**config.mk**
```make
export PLATFORM = sky130hd
export DESIGN_NAME = irq_entry_seq
export DESIGN_NICKNAME = d
export VERILOG_FILES = /design/src/rtl/irq_entry_pkg.sv /design/src/rtl/irq_pending.sv /design/src/rtl/irq_arbiter.sv /design/src/rtl/irq_entry_fsm.sv /design/src/rtl/irq_entry_seq.sv
export SDC_FILE = /design/constraint.sdc
export NUM_CORES = 1
export LEC_CHECK = 0
export CORE_ASPECT_RATIO = 1.4
export CORE_MARGIN = 2
export CORE_UTILIZATION = 30
export CTS_CLUSTER_SIZE = 20
export DETAILED_ROUTE_END_ITERATION = 8
export PLACE_DENSITY = 0.62
export SYNTH_ARGS = -nofsm -noshare
export SYNTH_HDL_FRONTEND = slang
export SYNTH_SLANG_ARGS = --single-unit
```
**constraint.sdc**
```tcl
create_clock -name clk -period 3.6 [get_ports clk]
set_input_delay 0.72 -clock clk [delete_from_list [all_inputs] [get_ports clk]]
set_output_delay 0.72 -clock clk [all_outputs]
set_load 0.01 [all_outputs]
```
**src/rtl/irq_entry_pkg.sv**
```systemverilog
// Shared constants and types of the interrupt entry sequencer.
// Assumes a 16-bit address space and byte-wide memory.
package irq_entry_pkg;
    localparam int NSRC   = 8;
    localparam int ADDR_W = 16;
    localparam int DATA_W = 8;

    localparam logic [ADDR_W-1:0] VEC_NMI   = 16'h1FFC;
    localparam logic [ADDR_W-1:0] VEC_BASIC = 16'hFFFA;

    // entry steps; the value of each step equals its cycle number after the decision edge
    typedef enum logic [3:0] {
        ST_IDLE  = 4'd0,
        ST_PCL   = 4'd1,
        ST_PCH   = 4'd2,
        ST_X     = 4'd3,
        ST_A     = 4'd4,
        ST_CC    = 4'd5,
        ST_MASK  = 4'd6,
        ST_RDHI  = 4'd7,
        ST_RDLO  = 4'd8,
        ST_CAPLO = 4'd9,
        ST_WAIT  = 4'd10,
        ST_DONE  = 4'd11
    } step_e;

    // vector address of maskable source idx (0 = highest priority)
    function automatic logic [ADDR_W-1:0] src_vector(input int idx);
        logic [ADDR_W-1:0] v;
        case (idx)
            0:       v = 16'h1FF8;
            1:       v = 16'h1FEC;
            2:       v = 16'h1FEA;
            3:       v = 16'h1FF6;
            4:       v = 16'h1FF4;
            5:       v = 16'h1FF2;
            6:       v = 16'h1FF0;
            default: v = 16'h1FEE;
        endcase
        return v;
    endfunction
endpackage

```
**src/rtl/irq_pending.sv**
```systemverilog
// Edge-capture pending register: a rising edge on req[i] sets pend[i],
// which stays set until clr[i] is pulsed. A set in the same cycle as a
// clear wins, so no edge is lost.
module irq_pending #(
    parameter int N = 8
) (
    input  logic         clk,
    input  logic         rst_n,
    input  logic [N-1:0] req,
    input  logic [N-1:0] clr,
    output logic [N-1:0] pend
);
    logic [N-1:0] prev_q;
    logic [N-1:0] pend_q;

    generate
        for (genvar i = 0; i < N; i++) begin : g_bit
            // capture a rising edge of one request line and hold it until serviced
            always_ff @(posedge clk) begin
                if (!rst_n) begin
                    prev_q[i] <= 1'b0;
                    pend_q[i] <= 1'b0;
                end else begin
                    prev_q[i] <= req[i];
                    pend_q[i] <= (pend_q[i] & ~clr[i]) | (req[i] & ~prev_q[i]);
                end
            end
        end
    endgenerate

    assign pend = pend_q;
endmodule

```
**src/rtl/irq_arbiter.sv**
```systemverilog
// Fixed-priority arbiter: the non-maskable source first, then the maskable
// sources by ascending index while the mask is clear. Produces a one-hot
// grant (bit N = non-maskable) and the vector address of the winner.
// With EXTENDED = 0 only maskable bit 0 is eligible, and it uses VEC_BASIC.
module irq_arbiter
    import irq_entry_pkg::*;
#(
    parameter int N        = NSRC,
    parameter bit EXTENDED = 1'b1
) (
    input  logic              nmi_pend,
    input  logic [N-1:0]      pend,
    input  logic              mask_flag,
    output logic              take_ok,
    output logic [N:0]        grant,
    output logic [ADDR_W-1:0] vector
);
    localparam logic [N-1:0] ELIG_MASK = EXTENDED ? {N{1'b1}} : {{(N-1){1'b0}}, 1'b1};

    logic [N-1:0] elig;

    // sources that may be taken right now
    always_comb elig = mask_flag ? '0 : (pend & ELIG_MASK);

    // pick the highest-priority eligible source and its vector
    always_comb begin
        grant  = '0;
        vector = VEC_NMI;
        if (nmi_pend) begin
            grant[N] = 1'b1;
        end else begin
            for (int i = N - 1; i >= 0; i--) begin
                if (elig[i]) begin
                    grant     = '0;
                    grant[i]  = 1'b1;
                    vector    = EXTENDED ? src_vector(i) : VEC_BASIC;
                end
            end
        end
    end

    // an entry may start when anything is granted
    always_comb take_ok = nmi_pend | (|elig);
endmodule

```
**src/rtl/irq_entry_fsm.sv**
```systemverilog
// Eleven-cycle entry sequencer. At a decision edge it captures the core
// context, the winner and its vector. It then writes five stack bytes,
// pulses the mask request, reads the two vector bytes and reports the
// result. It assumes memory read data arrives one cycle after mem_re.
module irq_entry_fsm
    import irq_entry_pkg::*;
#(
    parameter int N = NSRC
) (
    input  logic              clk,
    input  logic              rst_n,
    input  logic              boundary,
    input  logic              take_ok,
    input  logic [N:0]        grant,
    input  logic [ADDR_W-1:0] vector,
    input  logic [ADDR_W-1:0] cpu_pc,
    input  logic [DATA_W-1:0] cpu_x,
    input  logic [DATA_W-1:0] cpu_a,
    input  logic [DATA_W-1:0] cpu_cc,
    input  logic [ADDR_W-1:0] cpu_sp,
    input  logic [DATA_W-1:0] mem_rdata,
    output logic              start,
    output logic [N:0]        clr,
    output logic              mem_we,
    output logic              mem_re,
    output logic [ADDR_W-1:0] mem_addr,
    output logic [DATA_W-1:0] mem_wdata,
    output logic              busy,
    output logic              mask_set,
    output logic              done,
    output logic [ADDR_W-1:0] new_pc,
    output logic [ADDR_W-1:0] new_sp
);
    step_e             step_q;
    logic [ADDR_W-1:0] pc_q, sp_q, vec_q;
    logic [DATA_W-1:0] x_q, a_q, cc_q, hi_q, lo_q;

    // decision: only at a strobe while idle
    always_comb start = boundary && (step_q == ST_IDLE) && take_ok;
    // clear only the serviced source
    always_comb clr = start ? grant : '0;

    // step counter through the entry
    always_ff @(posedge clk) begin
        if (!rst_n) begin
            step_q <= ST_IDLE;
        end else begin
            case (step_q)
                ST_IDLE: if (start) step_q <= ST_PCL;
                ST_DONE: step_q <= ST_IDLE;
                default: step_q <= step_e'(step_q + 4'd1);
            endcase
        end
    end

    // context and vector capture at the decision edge
    always_ff @(posedge clk) begin
        if (!rst_n) begin
            pc_q  <= '0;
            sp_q  <= '0;
            vec_q <= '0;
            x_q   <= '0;
            a_q   <= '0;
            cc_q  <= '0;
        end else if (start) begin
            pc_q  <= cpu_pc;
            sp_q  <= cpu_sp;
            vec_q <= vector;
            x_q   <= cpu_x;
            a_q   <= cpu_a;
            cc_q  <= cpu_cc;
        end
    end

    // vector byte capture, one cycle after each read
    always_ff @(posedge clk) begin
        if (!rst_n) begin
            hi_q <= '0;
            lo_q <= '0;
        end else begin
            if (step_q == ST_RDLO)  hi_q <= mem_rdata;
            if (step_q == ST_CAPLO) lo_q <= mem_rdata;
        end
    end

    // memory strobes, address and data for each step
    always_comb begin
        mem_we    = 1'b0;
        mem_re    = 1'b0;
        mem_addr  = '0;
        mem_wdata = '0;
        case (step_q)
            ST_PCL:  begin mem_we = 1'b1; mem_addr = sp_q;                mem_wdata = pc_q[DATA_W-1:0];       end
            ST_PCH:  begin mem_we = 1'b1; mem_addr = sp_q - ADDR_W'(1);   mem_wdata = pc_q[ADDR_W-1:DATA_W];  end
            ST_X:    begin mem_we = 1'b1; mem_addr = sp_q - ADDR_W'(2);   mem_wdata = x_q;                    end
            ST_A:    begin mem_we = 1'b1; mem_addr = sp_q - ADDR_W'(3);   mem_wdata = a_q;                    end
            ST_CC:   begin mem_we = 1'b1; mem_addr = sp_q - ADDR_W'(4);   mem_wdata = cc_q;                   end
            ST_RDHI: begin mem_re = 1'b1; mem_addr = vec_q;                                                   end
            ST_RDLO: begin mem_re = 1'b1; mem_addr = vec_q + ADDR_W'(1);                                      end
            default: ;
        endcase
    end

    // handshake outputs to the core
    always_comb begin
        busy     = (step_q != ST_IDLE);
        mask_set = (step_q == ST_MASK);
        done     = (step_q == ST_DONE);
        new_pc   = {hi_q, lo_q};
        new_sp   = sp_q - ADDR_W'(5);
    end
endmodule

```
**src/rtl/irq_entry_seq.sv**
```systemverilog
// Top of the interrupt entry sequencer: pending capture for the
// non-maskable and maskable requests, the priority arbiter and the entry
// step sequencer. EXTENDED selects eight maskable sources (1) or a single
// one (0).
module irq_entry_seq
    import irq_entry_pkg::*;
#(
    parameter bit EXTENDED = 1'b1
) (
    input  logic              clk,
    input  logic              rst_n,
    input  logic              nmi_req,
    input  logic [NSRC-1:0]   irq_req,
    input  logic              mask_flag,
    input  logic              boundary,
    input  logic [ADDR_W-1:0] cpu_pc,
    input  logic [DATA_W-1:0] cpu_x,
    input  logic [DATA_W-1:0] cpu_a,
    input  logic [DATA_W-1:0] cpu_cc,
    input  logic [ADDR_W-1:0] cpu_sp,
    input  logic [DATA_W-1:0] mem_rdata,
    output logic              mem_we,
    output logic              mem_re,
    output logic [ADDR_W-1:0] mem_addr,
    output logic [DATA_W-1:0] mem_wdata,
    output logic              busy,
    output logic              mask_set,
    output logic              done,
    output logic [ADDR_W-1:0] new_pc,
    output logic [ADDR_W-1:0] new_sp
);
    logic [NSRC-1:0]   pend_w;
    logic              nmi_pend_w;
    logic [NSRC:0]     clr_w;
    logic [NSRC:0]     grant_w;
    logic [ADDR_W-1:0] vector_w;
    logic              take_ok_w;
    logic              start_w;

    irq_pending #(.N(NSRC)) u_mpend (
        .clk  (clk),
        .rst_n(rst_n),
        .req  (irq_req),
        .clr  (clr_w[NSRC-1:0]),
        .pend (pend_w)
    );

    irq_pending #(.N(1)) u_npend (
        .clk  (clk),
        .rst_n(rst_n),
        .req  (nmi_req),
        .clr  (clr_w[NSRC]),
        .pend (nmi_pend_w)
    );

    irq_arbiter #(.N(NSRC), .EXTENDED(EXTENDED)) u_arb (
        .nmi_pend (nmi_pend_w),
        .pend     (pend_w),
        .mask_flag(mask_flag),
        .take_ok  (take_ok_w),
        .grant    (grant_w),
        .vector   (vector_w)
    );

    irq_entry_fsm #(.N(NSRC)) u_fsm (
        .clk      (clk),
        .rst_n    (rst_n),
        .boundary (boundary),
        .take_ok  (take_ok_w),
        .grant    (grant_w),
        .vector   (vector_w),
        .cpu_pc   (cpu_pc),
        .cpu_x    (cpu_x),
        .cpu_a    (cpu_a),
        .cpu_cc   (cpu_cc),
        .cpu_sp   (cpu_sp),
        .mem_rdata(mem_rdata),
        .start    (start_w),
        .clr      (clr_w),
        .mem_we   (mem_we),
        .mem_re   (mem_re),
        .mem_addr (mem_addr),
        .mem_wdata(mem_wdata),
        .busy     (busy),
        .mask_set (mask_set),
        .done     (done),
        .new_pc   (new_pc),
        .new_sp   (new_sp)
    );
endmodule

```
==> results.md, run 1 <==
- Antenna-violating nets left: 0
- Critical Path Source Type: flop
- Fmax: 0.2931 GHz
- First-pass GRT wire length: 27320 um
- Max-cap viol count: 0
- CTS Buf Count: 9
- Final period utilization: 0.9478
- Total Power: 4314 uW
- Cell Rows: 58
- Crit path required time: 2880 ps
- Drt wl/cell: 16.38 um
- Layout area overhead: 37.70%
- Gr usage total: 0.1763
- Max_slew headroom: 0.3395
- Distinct cell type count after synthesis: 65
- Post-synth EDFFs: 0
- Register area share after synthesis: 0.3572
- Setup TNS: 0 ps
- I/O pin cnt: 138
- Crit-path max cell delay: 330 ps
- Hold Violations, Final: 0
- Slew @ Worst Pin: 989.6 ps
- CP max FO: 5
- Multi-input gate area: 3278 um^2
- Final weighted congestion in routability-driven placement: 0.9430
- Antenna diodes: 0
- Most Used Layer, Global Route: met2
- Detailed Route WL: 17390 um
- Critical path buffer and inverter count: 4
- Post-DP HPWL: 13200 um
- Htree depth: 3
- Status: complete, no violations
- Largest net degree at the start of global routing: 131
- Die area: 19620 um^2
- Final setup viols: 0
- Arr. time, crit path: 2690 ps
- Skew final: 7.254 ps
- Hold Path Class: reg2reg
- Critical path class: reg2out
- Combinational power share: 0.479
- Delay-heaviest family, CP: buffers and inverters
- Leakage Power: 0.003129 uW
- Switching pwr: 1597 uW
- DRC: 0
- Reg area: 1982 um^2
- Core area: 18070 um^2
- GR Util met2: 0.3114
- Drt first-iter violations: 271
- Most frequent cell after synthesis: nand2_1
- Synth warn: 0
- Die H: 164.9 um
- Tmin final: 3412 ps
- VDD IR-drop max: 205.1 uV
- Slowest cell on crit path: dfxtp_1
- Crit-path cells: inv_1 > ha_1 > and2_1 > inv_1 > ha_1 > a211oi_4 > nor3b_2 > buf_4 > o2111ai_1 > a22oi_1 > dlygate4sd2_1
- Clk sinks: 99
- Congestion Overflow GR: 0
- Top_reg_cell synth: dfxtp_1
- Initial antenna violation count: 0
- Clock transition at the registers of the reported paths: 70 ps
- Fraction of layout cells with a size suffix above 1: 0.09489
- Grt met3 use: 0.02901
- Initial Util: 0.3071
- Unrepaired setup endpoints after global routing: false
- Synth area leader: dfxtp_1
- Die Width: 118.9 um
- Post-synthesis sequential element count: 99
- Via Count: 5322
- Synthesized net count: 771
- Area contributors post-synth: dfxtp_1 36%, mux2i_1 14%, nand2_1 9.9%
- DR vias/cell: 5.011
- Input/output buffers: 137
- Nets: 909
- Met1 Use GR: 0.2038
- Synthesized cell area: 5549 um^2
- Power Density: 564.5 nW/um^2
- Synth top cells by count: 146 x nand2_1, 99 x dfxtp_1, 78 x mux2i_1
- Final-report max-slew violation count: 0
- Max clock buf depth: 2
- Async set-reset flop share out of synthesis: 0
- Root Driver: clkbuf_16
- Sequential Power Share: 0.313
- Post-synthesis average cell area: 8.148 um^2
- CP Capture Type: output port
- Drt first pass iters: 5
- Clk pwr share: 0.208
- Syn Inst Count: 681
- Filler cell count: 1806
- Vias in the first global route: 5224
- Cell Int Power: 2717 uW
- Worst skew pair latency: 350 ps
- Share of the synthesized area in the top cell type: 0.3572
- Switch share: 0.3702
- CTS tree: done
## cell type report
class	instances	share of cell area
clock buffers	9	0.02947
clock inverters	5	0.005240
inverters	30	0.01474
multi-input cells	503	0.4290
flip-flops and latches	99	0.2594
well taps	240	0.03930
repair buffers	176	0.2229
## power by group through the flow
stage               clock (uW)  combinational, uW  sequential (uW)
global route               979               2240             1370
finish                     898               2070             1350
CTS                        928               2070             1350
global placement             0               2060             1370
detailed placement           0               2060             1370
floorplan                    0               1140             1320
## logic make-up after synthesis
logic type / share of synthesized area
mux: 0.1407
buf+inv: 0.06426
flops: 0.3572
simple gates: 0.2449
compound gates: 0.1387
xor+xnor: 0.02368
fa+ha+maj: 0.03066
## final timing paths
check / startpoint / end / slack (ps) / cells after the start
min: u_fsm.x_q[1] / u_fsm.x_q[1] / 460 / 2
max: u_fsm.step_q[0] / mem_addr[13] / 190 / 11
max reg2reg: u_fsm.step_q[0] / u_fsm.pc_q[12] / 1180 / 8
min reg2reg: u_fsm.x_q[1] / u_fsm.x_q[1] / 460 / 2
## stage by stage
step	setup WS [ps]	instances	utilization	hold WS, ps	cell area, um^2
after floorplan	256.0	681	-	434.4	5549
after global placement	134.7	1047	0.4044	441.8	7308
after detailed placement	99.27	1047	0.4044	448.3	7308
after CTS	1.626	1062	0.4207	461.9	7602
after global routing	20.80	1062	0.4229	470.0	7641
final	188.0	1062	0.4229	459.9	7641
## flip-flops by register name (all words and copies together), names as in the netlist
register	cells
u_fsm.pc_q	16
u_fsm.lo_q	8
u_fsm.step_q	4
u_fsm.x_q	8
u_npend.prev_q	1
u_npend.pend	1
u_mpend.pend	8
u_fsm.cc_q	8
u_fsm.a_q	8
u_fsm.vec_q	5
u_mpend.prev_q	8
u_fsm.hi_q	8
u_fsm.sp_q	16
## placed cells by master (no fill, tap or decap), types with 3 or more instances in the layout
cell and count:
dlygate4sd2_1 7, nand2b_1 6, nor4_1 7, a22oi_1 18, mux2i_1 78, nor3_1 12
o41ai_1 3, nor2b_1 6, o21ai_0 14, nor3b_2 5, clkdlybuf4s50_1 124, xnor2_1 15
clkbuf_16 9, nand3_1 19, o221ai_1 4, a21oi_1 19, inv_1 30, and2_1 10
nand3b_1 4, or4_1 3, o31ai_1 3, nor2_1 47, o211ai_1 11, clkinvlp_4 3
nand2_1 146, buf_4 37, nand4_1 8, a31oi_1 3, dlymetal6s2s_1 5, buf_12 3
nor3b_1 3, dfxtp_1 99, ha_1 11
## timing repair
action / CTS / global route
endpoints found under the hold margin: 0 / 0
hold buffers: 0 / 0
setup buffers: 1 / 0
gates cloned: 0 / 0
setup endpoints to repair: 11 / 9
pin swaps: 1 / 4
gates resized for setup: 14 / 9
## metal layers
metal,part of all wire,vias up
met3,0.044,44
met2,0.50,166
li1,-,2645
met4,0.045,0
met5,0,-
met1,0.41,2467
## tightest hold or removal path, stage by stage, from the launching register on
cell,delay (ps)
dfxtp_1,310
nand2_1,50
mux2i_1,50
Power figures use the tool's default switching activity.
==> run 2: changes to the inputs <==
--- a/config.mk
+++ b/config.mk
@@ -11,6 +11,7 @@
 export CTS_CLUSTER_SIZE = 20
 export DETAILED_ROUTE_END_ITERATION = 8
 export PLACE_DENSITY = 0.62
+export RECOVER_POWER = 25
 export SYNTH_ARGS = -nofsm -noshare
 export SYNTH_HDL_FRONTEND = slang
 export SYNTH_SLANG_ARGS = --single-unit
==> results.md, run 2 (synthesized netlist as in run 1, its figures left out) <==
- Status: finished with violations
- Failing checks: max-capacitance violations, max-slew violations
- Core area: 18070 um^2
- CP Capture Type: output port
- Antenna diodes: 0
- Htree depth: 3
- Biggest regs: u_fsm.pc_q: 16 flops, u_fsm.sp_q: 16 flops
- Commonest non-fill, non-tap cell in the layout: nand2_1
- Switching pwr: 1597 uW
- Largest net degree at the start of global routing: 131
- Final-report max-slew violation count: 131
- Cell Int Power: 2709 uW
- Filler cell count: 1806
- Detailed Route WL: 17380 um
- Worst skew pair latency: 350 ps
- CTS tree: done
- VDD IR-drop max: 205.2 uV
- Die H: 164.9 um
- Total Power: 4306 uW
- First-pass GRT wire length: 27320 um
- Skew final: 7.012 ps
- Area post-placement: 7308 um^2
- Die area: 19620 um^2
- Sequential Power Share: 0.313
- CP max FO: 5
- Initial antenna violation count: 0
- Clk pwr share: 0.209
- Input/output buffers: 137
- Final setup viols: 0
- Fraction of layout cells with a size suffix above 1: 0.09246
- Critical path class: reg2out
- DR vias/cell: 4.976
- DRC: 0
- Nets: 909
- Drt first-iter violations: 271
- Cell area after layout: 7617 um^2
- Final period utilization: 0.9478
- Most frequent cells in the layout: 146 x nand2_1, 108 x clkdlybuf4s50_1, 99 x dfxtp_1
- Arr. time, crit path: 2690 ps
- Clock transition at the registers of the reported paths: 70 ps
- Max clock buf depth: 2
- Die Width: 118.9 um
- Slew @ Worst Pin: 2427 ps
- Critical Path Source Type: flop
- Congestion Overflow GR: 0
- Antenna-violating nets left: 0
- I/O pin cnt: 138
- Setup TNS: 0 ps
- Cell Rows: 58
- Hold Violations, Final: 0
- Unrepaired setup endpoints after global routing: false
- Gr usage total: 0.1763
- Initial Util: 0.3071
- CTS Buf Count: 9
- Hold Path Class: reg2reg
- Power Density: 565.3 nW/um^2
- Crit path required time: 2880 ps
- Drt first pass iters: 5
- Max_slew headroom: -0.6182
- Final weighted congestion in routability-driven placement: 0.9430
- Layout area overhead: 37.27%
- Root Driver: clkbuf_16
- Clk sinks: 99
- Core Util, Final: 0.4215
- Post-DP HPWL: 13200 um
- Switch share: 0.3709
- Fmax: 0.2931 GHz
- Drt wl/cell: 16.37 um
- Leakage Power: 0.003173 uW
- Via Count: 5284
- Vias in the first global route: 5224
- Combinational power share: 0.478
- Tmin final: 3412 ps
- Max-cap viol count: 1
[run 2: cell types whose count changed in the layout (fill, tap and decap cells not counted), sizes merged]
cell           before  now
clkdlybuf4s50     124  108
dlygate4sd3         0   16
buf                40   37
clkbuf              9   12
[run 2: per-layer routing]
metal	global-route usage	share of wire
met5	0	0
met4	0.09361	0.045
met3	0.02901	0.041
met2	0.3114	0.50
met1	0.2038	0.42
[run 2: worst max-delay path: stages, from the launching register on]
cell and delay (ps):
dfxtp_1 330, inv_1 60, ha_1 200, and2_1 150, inv_1 90, ha_1 260, a211oi_4 260, nor3b_2 210
buf_4 160, o2111ai_1 120, a22oi_1 220, dlygate4sd2_1 290
[run 2: power groups by stage]
| stage | logic (uW) | registers, uW | clock network (uW) |
|---|---|---|---|
| after CTS | 2070 | 1350 | 928 |
| after global placement | 2060 | 1370 | 0 |
| after floorplan | 1140 | 1320 | 0 |
| after detailed placement | 2060 | 1370 | 0 |
| after global routing | 2230 | 1370 | 979 |
| final | 2060 | 1350 | 898 |
[run 2: path summary, 6_finish.rpt]
kind / endpoint / slack, ps / startpoint / depth (start not counted)
max: mem_addr[13] / 190 / u_fsm.step_q[0] / 11
min: u_fsm.x_q[1] / 460 / u_fsm.x_q[1] / 2
min reg2reg: u_fsm.x_q[1] / 460 / u_fsm.x_q[1] / 2
max reg2reg: u_fsm.pc_q[12] / 730 / u_fsm.step_q[0] / 8
[run 2: repair_timing]
item	4_1_cts	5_1_grt
hold buffers	0	0
gates resized for setup	14	9
pin swaps	1	4
setup endpoints to repair	11	9
buffers inserted	1	0
[run 2: metrics by stage]
step / hold slack [ps] / setup slack (ps) / instances
finish: 459.2 / 188.1 / 1062
floorplan: 434.4 / 256.0 / 681
global placement: 441.8 / 134.7 / 1047
global route: 470.0 / 21.79 / 1062
CTS: 461.9 / 1.626 / 1062
detailed placement: 448.3 / 99.27 / 1047
[run 2: final cells by class]
| type | count | area [um^2] | share of cell area |
|---|---|---|---|
| inverters | 30 | 112.6 | 0.01478 |
| flip-flops and latches | 99 | 1982 | 0.2602 |
| well taps | 240 | 300.3 | 0.03942 |
| clock inverters | 5 | 40.04 | 0.005256 |
| clock buffers | 9 | 225.2 | 0.02957 |
| multi-input cells | 503 | 3273 | 0.4297 |
| repair buffers | 176 | 1684 | 0.2211 |
==> run 3: changes to the inputs <==
--- a/config.mk
+++ b/config.mk
@@ -10,6 +10,7 @@
 export CORE_UTILIZATION = 30
 export CTS_CLUSTER_SIZE = 20
 export DETAILED_ROUTE_END_ITERATION = 8
+export GPL_ROUTABILITY_DRIVEN = 0
 export PLACE_DENSITY = 0.62
 export RECOVER_POWER = 25
 export SYNTH_ARGS = -nofsm -noshare
==> constraint.sdc (replaced) <==
create_clock -name clk -period 3.82 [get_ports clk]
set_input_delay 0.764 -clock clk [delete_from_list [all_inputs] [get_ports clk]]
set_output_delay 0.764 -clock clk [all_outputs]
set_load 0.01 [all_outputs]
==> results.md, run 3 (synthesized netlist as in run 1, its figures left out) <==
- Final-report max-slew violation count: 0
- Multi-input gate area: 3266 um^2
- Reg2Reg Depth: 8
- CP Depth: 7
- Unrepaired setup endpoints after global routing: true
- Fraction of layout cells with a size suffix above 1: 0.07768
- Final period utilization: 0.9597
- Crit-path cells: inv_1 > ha_1 > a21boi_0 > a211oi_1 > a211oi_2 > o211ai_1 > clkdlybuf4s50_1
- VDD IR-drop max: 190.2 uV
- Most Used Layer, Global Route: met2
- Arr. time, crit path: 2900 ps
- Detailed Route WL: 17070 um
- Grt met3 use: 0.02555
- Clock transition at the registers of the reported paths: 70 ps
- Filler cell count: 1796
- Nets: 896
- Drt first-iter violations: 588
- Antenna-violating nets left: 0
- CP Capture Type: output port
- R2R Setup Slk: 820 ps
- Htree depth: 3
- Input/output buffers: 137
- Via Count: 5301
- Hold Slack: 457.6 ps
- CTS tree: done
- Biggest regs: u_fsm.pc_q: 16 flops, u_fsm.sp_q: 16 flops
- Drt wl/cell: 16.24 um
- CP max FO: 7
- Commonest non-fill, non-tap cell in the layout: nand2_1
- Hold Buf Count CTS: 0
- Slew @ Worst Pin: 961.6 ps
- Leakage Power: 0.003097 uW
- Core area: 18070 um^2
- Largest net degree at the start of global routing: 62
- Critical path buffer and inverter count: 2
- Max clock buf depth: 2
- Met1 Use GR: 0.2062
- Clk sinks: 99
- I/O pin cnt: 138
- Root Driver: clkbuf_16
- First-pass GRT wire length: 26610 um
- Tmin final: 3666 ps
- Post-Place Worst Slack: 255.8 ps
- Crit path required time: 3060 ps
- Critical Path Source Type: flop
- Crit-path max cell delay: 560 ps
- Hold Path Class: reg2reg
- Gr usage total: 0.1716
- Initial Util: 0.3071
- Die Width: 118.9 um
- Max-cap viol count: 0
- Delay-heaviest family, CP: compound AO/OA/AOI/OAI gates
- CTS Buf Count: 9
- Hold path depth: 2
- Hold Violations, Final: 0
- Cell Rows: 58
- Slowest cell on crit path: clkdlybuf4s50_1
- Antenna diodes: 0
- Power Density: 534.3 nW/um^2
- Skew final: 8.079 ps
- Drt first pass iters: 5
- Worst skew pair latency: 340 ps
- Initial antenna violation count: 0
- GR Util met2: 0.2991
- Max_slew headroom: 0.3582
- DR vias/cell: 5.044
- Layout area overhead: 35.81%
- Vias in the first global route: 5080
- Reg area: 1983 um^2
- Most frequent cells in the layout: 146 x nand2_1, 115 x clkdlybuf4s50_1, 98 x dfxtp_1
- Worst setup margin: 153.9 ps
- DRC: 0
- Critical path class: reg2out
- Post-DP HPWL: 12460 um
- Congestion Overflow GR: 0
- Die area: 19620 um^2
- Status: complete, no violations
- Fmax: 0.2728 GHz
- Die H: 164.9 um
- Final setup viols: 0
## run 3: cell types whose count changed in the layout (fill, tap and decap cells not counted), moves of 2 or more
cell | before | now
dlygate4sd2_1 | 7 | 1
clkdlybuf4s50_1 | 108 | 115
clkinv_4 | 0 | 2
clkinvlp_4 | 3 | 1
clkbuf_8 | 0 | 2
buf_4 | 35 | 25
## run 3: metrics by stage
step,TNS (ps),util,power (uW),cell area (um^2),std cells
final,0,0.4170,4026,7536,1051
after global routing,-26.40,0.4170,4262,7536,1051
after CTS,0,0.4150,4037,7498,1051
after detailed placement,0,0.3981,3121,7193,1035
after global placement,0,0.3981,3115,7193,1035
after floorplan,0,-,2317,5549,681
## run 3: path summary, 6_finish.rpt
path | startpoint | endpoint
max | u_fsm.sp_q[3] | mem_addr[6]
max reg2reg | u_fsm.step_q[1] | u_fsm.sp_q[12]
min reg2reg | u_fsm.cc_q[2] | u_fsm.cc_q[2]
min | u_fsm.cc_q[2] | u_fsm.cc_q[2]
## run 3: report_power, final
part / switching, uW / internal, uW
clock network: 408 / 483
registers: 127 / 1160
logic: 944 / 907
## run 3: layout make-up
class / instances / area share
clock buffer: 12 / 0.03404
clock inverter: 4 / 0.004483
inverter: 30 / 0.01494
multi-input combinational: 503 / 0.4333
sequential: 99 / 0.2632
tap: 240 / 0.03985
timing repair buffer: 163 / 0.2102
## run 3: per-layer routing
metal  up-vias  routed length [um]
met5         -                   0
met4         0                 606
met3        37                 738
met2       186                8420
met1      2458                7308
li1       2620                   -
## run 3: worst register-to-register path, cell delays in order (launching register included)
cell      delay, ps
dfxtp_2         340
inv_1            70
ha_1            150
clkbuf_1        240
nor3b_1         810
nand2_1         210
o21ba_4         530
buf_4           370
mux2i_1         220
## run 3: timing repair
action	CTS	global route
pin swaps	0	1
gates resized for setup	4	12
setup endpoints to repair	7	10
buffers inserted	0	0
